### src/rtl/clkstage_pkg.sv
package clkstage_pkg;
  localparam int PMODE_W = 2;
  localparam int CFG_W   = 2;

  typedef enum logic [PMODE_W-1:0] {
    PM_LOW0  = 2'b00,
    PM_RUN   = 2'b01,
    PM_LOW2  = 2'b10,
    PM_SLEEP = 2'b11
  } pmode_e;

  localparam int CFG_EN_BIT   = 0;
  localparam int CFG_WSEL_BIT = 1;
endpackage

### src/rtl/clkstage_cfg_reg.sv
module clkstage_cfg_reg
  import clkstage_pkg::*;
(
  input  logic             clk,
  input  logic             rst,
  input  logic             we,
  input  logic [CFG_W-1:0] wdata,
  output logic             stage_en,
  output logic             stage_wsel
);
  always_ff @(posedge clk) begin
    if (rst) begin
      stage_en   <= 1'b1;
      stage_wsel <= 1'b0;
    end else if (we) begin
      stage_en   <= wdata[CFG_EN_BIT];
      stage_wsel <= wdata[CFG_WSEL_BIT];
    end
  end
endmodule

### src/rtl/clkstage_pmode_reg.sv
module clkstage_pmode_reg
  import clkstage_pkg::*;
(
  input  logic               clk,
  input  logic               rst,
  input  logic               we,
  input  logic [PMODE_W-1:0] wdata,
  output pmode_e             pmode
);
  always_ff @(posedge clk) begin
    if (rst)     pmode <= PM_RUN;
    else if (we) pmode <= pmode_e'(wdata);
  end
endmodule

### src/rtl/clkstage_qualify.sv
module clkstage_qualify
  import clkstage_pkg::*;
#(
  parameter bit HAS_ACCESS_EN = 1'b1,
  parameter bit HAS_FDIV      = 1'b1
) (
  input  logic   stage_en,
  input  logic   stage_wsel,
  input  pmode_e pmode,
  input  logic   access_en_i,
  input  logic   fdiv_strobe_i,
  input  logic   wakeup_i,
  output logic   allow
);
  logic base_ok;
  logic acc_ok;
  logic div_ok;

  // Sleep hands wakeup-selected stages over to the wakeup request.
  always_comb begin
    if (stage_wsel && (pmode == PM_SLEEP)) base_ok = wakeup_i;
    else                                   base_ok = stage_en;
  end

  generate
    if (HAS_ACCESS_EN) begin : g_acc
      assign acc_ok = access_en_i;
    end else begin : g_no_acc
      logic unused_acc;
      assign unused_acc = access_en_i;
      assign acc_ok     = 1'b1;
    end
    if (HAS_FDIV) begin : g_div
      assign div_ok = fdiv_strobe_i;
    end else begin : g_no_div
      logic unused_div;
      assign unused_div = fdiv_strobe_i;
      assign div_ok     = 1'b1;
    end
  endgenerate

  assign allow = base_ok & acc_ok & div_ok;
endmodule

### src/rtl/clkstage_gate.sv
module clkstage_gate
  import clkstage_pkg::*;
#(
  parameter bit HAS_ACCESS_EN = 1'b1,
  parameter bit HAS_FDIV      = 1'b1
) (
  input  logic               clk,
  input  logic               rst,
  input  logic               cfg_we,
  input  logic [CFG_W-1:0]   cfg_wdata,
  input  logic               pmode_we,
  input  logic [PMODE_W-1:0] pmode_wdata,
  input  logic               access_en_i,
  input  logic               fdiv_strobe_i,
  input  logic               wakeup_i,
  output logic               clk_en_o
);
  logic   stage_en;
  logic   stage_wsel;
  pmode_e pmode_q;
  logic   allow;

  clkstage_cfg_reg u_cfg (
    .clk        (clk),
    .rst        (rst),
    .we         (cfg_we),
    .wdata      (cfg_wdata),
    .stage_en   (stage_en),
    .stage_wsel (stage_wsel)
  );

  clkstage_pmode_reg u_pmode (
    .clk   (clk),
    .rst   (rst),
    .we    (pmode_we),
    .wdata (pmode_wdata),
    .pmode (pmode_q)
  );

  clkstage_qualify #(
    .HAS_ACCESS_EN (HAS_ACCESS_EN),
    .HAS_FDIV      (HAS_FDIV)
  ) u_qual (
    .stage_en      (stage_en),
    .stage_wsel    (stage_wsel),
    .pmode         (pmode_q),
    .access_en_i   (access_en_i),
    .fdiv_strobe_i (fdiv_strobe_i),
    .wakeup_i      (wakeup_i),
    .allow         (allow)
  );

  // Registered strobe: glitch-free and whole-cycle.
  always_ff @(posedge clk) begin
    if (rst) clk_en_o <= 1'b0;
    else     clk_en_o <= allow;
  end
endmodule

### config.mk
export PLATFORM = sky130hd
export DESIGN_NAME = clkstage_gate
export DESIGN_NICKNAME = d
export VERILOG_FILES = /design/src/rtl/clkstage_pkg.sv /design/src/rtl/clkstage_cfg_reg.sv /design/src/rtl/clkstage_pmode_reg.sv /design/src/rtl/clkstage_qualify.sv /design/src/rtl/clkstage_gate.sv
export SDC_FILE = /design/constraint.sdc
export NUM_CORES = 1
export LEC_CHECK = 0
export BUFFER_PORTS_ARGS = -buffer_cell sky130_fd_sc_hd__clkbuf_2
export CAP_MARGIN = 10
export CORE_AREA = 2 2 39 41
export CTS_BUF_LIST = sky130_fd_sc_hd__clkbuf_4 sky130_fd_sc_hd__clkbuf_8 sky130_fd_sc_hd__clkbuf_16
export CTS_CLUSTER_SIZE = 14
export DETAILED_ROUTE_END_ITERATION = 12
export DIE_AREA = 0 0 41 43
export GPL_TIMING_DRIVEN = 0
export PLACE_DENSITY = 0.43
export SLEW_MARGIN = 20
export SYNTH_ARGS = -nofsm -noshare
export SYNTH_HDL_FRONTEND = slang
export SYNTH_HIERARCHICAL = 1
export SYNTH_SLANG_ARGS = --single-unit
### constraint.sdc
create_clock -name clk -period 0.87 [get_ports clk]
set_input_delay 0.0435 -clock clk [delete_from_list [all_inputs] [get_ports clk]]
set_output_delay 0.0435 -clock clk [all_outputs]
set_load 0.02 [all_outputs]
# After elaboration in Yosys (flattened, before gate mapping)
# Index checks and enable logic that the tools add are counted.
# W data, S select, Z words.
# classes
n_bitwise,2
reduce_logical,1
n_eq_ne,1
n_mux,1
# ops
operator,count
$and A1 B1 Y1,2
$eq A2 B2 Y1 const B,1
$logic_and A1 B1 Y1,1
$mux W1,1
# totals
in_bits,11
output_inout_bits,1
elab_cells,9
regBits,5

# Longest topological paths before layout
# depth
depth_word,5
mapped_depth,3
ltp_nobuf,3

# Cells and area by module
# The synthesis kept the hierarchy.
# modules_own_cells
mod,n_inst,seq_area_each_um2,area_each_um2,cells_per_inst
clkstage_cfg_reg,1,40.0,68.8,6
clkstage_pmode_reg,1,40.0,68.8,6
clkstage_gate,1,20.0,33.8,2
clkstage_qualify,1,0.0,25.0,4

# Worst setup path before layout
# No wires, ideal clock.
# synth_timing
path_kind,reg-to-reg
startpoint,register u_cfg.stage_wsel
endpoint,register clk_en_o
path_stages_with_launch,4
setup_ps,61
slack_ps,136
t_arrival_ps,673
t_required_ps,809
cell_sequence,dfxtp_1 > nand3_1 > mux2i_1 > nor2b_4
# synth_via
elab_chain_cells,4
# synth_rtl
item,line,rtl
"start, declared",clkstage_cfg_reg.sv:9,output logic stage_wsel
"start signal, assigned",clkstage_cfg_reg.sv:17,stage_wsel <= wdata[CFG_WSEL_BIT];
$logic_and A1 B1 Y1,clkstage_qualify.sv:21,if (stage_wsel && (pmode == PM_SLEEP)) base_ok = wakeup_i;
$mux W1,clkstage_qualify.sv:21,
$and A1 B1 Y1 (2 in series),clkstage_qualify.sv:42,assign allow = base_ok & acc_ok & div_ok;
net allow,clkstage_gate.sv:21,logic allow;
"end signal, assigned",clkstage_gate.sv:56,else clk_en_o <= allow;
"end, declared",clkstage_gate.sv:16,output logic clk_en_o
# The timed path passes the listed nets, and every way through them passes these cells.
# A chain may end at the register's enable or synchronous reset.

# Worst setup path in the final report
# Ends and elaborated chain as after synthesis.

==> impl_metrics.tcl <==
set metrics [dict create \
    ys_ff_latch 5 \
    grtUsageTotal 0.06740 \
    vias 171 \
    synth_xor_area_frac 0 \
    power_density_nw_per_um2 2013 \
    rr_startpoint "u_cfg/stage_wsel$_SDFFE_PP0P_" \
    critPathLaunchType "flop" \
    num_rows 14 \
    drc 0 \
    start_util 0.1420 \
    max_freq_mhz 1280 \
    synth_adder_area_share 0 \
    cp_cell_sequence "nand3_1 > mux2i_1 > nor2b_4" \
    setup_violations 0 \
    clock-sinks 5 \
    ant_nets 0 \
    hold_viol_final 0 \
    netlist_area_sq_um 196.4 \
    fp.dieH_um 43 \
    final_nets 45 \
    wl_per_cell_um 7.592 \
    crit_fanout 2 \
    finalCritPeriodShare 0.8981 \
    use_met2 0.09063 \
    grt_busiest_layer "met4" \
    fin_crit_ns 0.7813 \
    syn_area_per_cell_sq_um 10.91 \
    grt_setup_unrepaired "false" \
    final.setup.tns_ns 0 \
    use_met3 0.03141 \
    crit_type "flop to flop" \
    syn_inst 18 \
    synth_top_family_by_area "simple AND/OR/NAND/NOR gates" \
    insertion_delay_ns 0.24 \
    hold_depth 2 \
    numPlacedInstances 45 \
    maxCapViolCount 0 \
    vias_per_cell 3.490 \
    drt-pass1-iter-count 2 \
    cp.required_ns 1.05 \
    dpl.hpwl_um 316.5 \
    layout_common_cells "clkbuf_2, dfxtp_1, clkbuf_4" \
    critical_path_arrival_ns 0.96 \
    end_kind "flop" \
    synthToLayoutAreaGrowth_pct 53.50 \
    fp.dieW_um 41 \
    grt_pass1_wl_um 669 \
    leakage_uw 0.0001497 \
    yosys.area_share.simple 0.2484 \
    r2r_slack_ns 0.09 \
    drive_above_1_share 0.4848 \
    hold_start "pmode_wdata[0]" \
    multiInputGateArea_sq_um 96.34 \
    antenna_cells 0 \
    max_stage_delay_ns 0.30 \
    path_clk_slew_ns 0.04 \
    core_sq_um 1384 \
    cts_htree_levels 1 \
    root_buffer "clkbuf_4" \
    fp.dieArea_sq_um 1763 \
    clk_path_buf_depth 2 \
    relSlewSlack 0.9106 \
    postCtsSetupBuffers 0 \
    tightest_slew_ns 0.1304 \
    worstReg2RegEnd "clk_en_o$_SDFF_PP0_" \
    grtUsageMet1 0.04531 \
    wl_um 372 \
    ioPinCount 12 \
    grt_pass1_vias 195 \
    yosysSeqAreaShare 0.5096 \
    r2r_cells 3 \
    grt_overflow 0 \
    synth.mux.area_fraction 0.1529 \
    io_buffers 11 \
    irDropWorstVdd_v 0.0004292 \
    yosysWarnings 6 \
    grt_max_degree 6 \
    antenna_found_initial 0 \
    cts_made_buffers 3 \
    critPathSlowestCell "dfxtp_1" \
    nFillCells 155 \
    slew_viol_final 0 \
    finClkSkew_ns 0.0008253 \
    ys_types 7 \
    synth_nets 29 \
    synth_compound_area_frac 0.08917 \
    finalNonFillerCells 49 \
    final_util 0.2179 \
    cts_hold_buf 0 \
    status "completed" \
    min_to "u_pmode/pmode[0]$_SDFFE_PP1P_" \
    seqCellArea_sq_um 100.1 \
    cts_tree "done" \
    layout_commonest_cell "clkbuf_2" \
    place_congestion 0.5640 \
    drt-initial-drc-count 1 \
    min_path_type "input port to flop" \
    cts_resized 0 \
]
==> state kept, by name, summed over array words and instances (netlist names) <==
register and cells:
u_pmode/pmode 2, clk_en_o 1, u_cfg/stage_en 1, u_cfg/stage_wsel 1
==> final cells by class <==
| cell class | count | share of cell area |
|---|---|---|
| Clock buffer | 4 | 0.09959 |
| Multi-Input combinational cell | 13 | 0.3195 |
| Sequential cell | 5 | 0.3320 |
| Tap cell | 16 | 0.06639 |
| Timing Repair Buffer | 11 | 0.1826 |
==> worst max-delay path by stage <==
stage | start | endpoint | slack, ns | depth (start not counted)
after floorplan | u_cfg/stage_wsel$_SDFFE_PP0P_ | clk_en_o$_SDFF_PP0_ | 0.14 | 3
after global placement | u_pmode/pmode[0]$_SDFFE_PP1P_ | clk_en_o$_SDFF_PP0_ | 0.07 | 3
after detailed placement | u_cfg/stage_wsel$_SDFFE_PP0P_ | clk_en_o$_SDFF_PP0_ | 0.08 | 3
after CTS | u_cfg/stage_wsel$_SDFFE_PP0P_ | clk_en_o$_SDFF_PP0_ | 0.07 | 3
after global routing | u_pmode/pmode[0]$_SDFFE_PP1P_ | clk_en_o$_SDFF_PP0_ | 0.05 | 3
final | u_cfg/stage_wsel$_SDFFE_PP0P_ | clk_en_o$_SDFF_PP0_ | 0.09 | 3
==> kinds of logic after synthesis <==
logic type	count (synthesis)
compound gates	2
flops	5
mux	3
simple gates	8
==> per-stage QoR <==
step / setup slack [ns] / cell area, sq um / hold WS [ns] / total power, uW
after floorplan: 0.1357 / 196.4 / 0.1078 / 280.5
after global placement: 0.06606 / 271.5 / 0.2628 / 317.1
after detailed placement: 0.08402 / 271.5 / 0.2602 / 316.7
after CTS: 0.07316 / 301.5 / 0.005891 / 624.3
after global routing: 0.04734 / 301.5 / 0.02712 / 648.2
final: 0.08867 / 301.5 / 0.01514 / 607.0
==> per-layer routing <==
metal,wire [um],vias to the layer above
li1,-,95
met1,118,75
met2,250,1
met3,3,0
met4,0,0
met5,0,-
==> cell usage after synthesis <==
master / number / area, sq um
nand3_1: 3 / 15.01
dfxtp_1: 5 / 100.1
nor2_1: 2 / 7.510
mux2i_1: 3 / 30.03
nor2b_1: 2 / 12.51
nor2b_4: 1 / 13.76
a211o_1: 2 / 17.52
==> power breakdown <==
group / leakage, uW / internal [uW] / switching [uW]
logic: 0.0000899 / 36.0 / 25.2
registers: 0.0000414 / 244 / 5.40
clock network: 0.0000184 / 204 / 92.1
total: 0.000150 / 484 / 123
==> worst max-delay path, delay by kind of cell, from the launching register on <==
family,cells,cell delay [ns]
muxes,1,0.18
and+or+nand+nor,2,0.24
DFF,1,0.30
(Power assumes the default switching activity.)
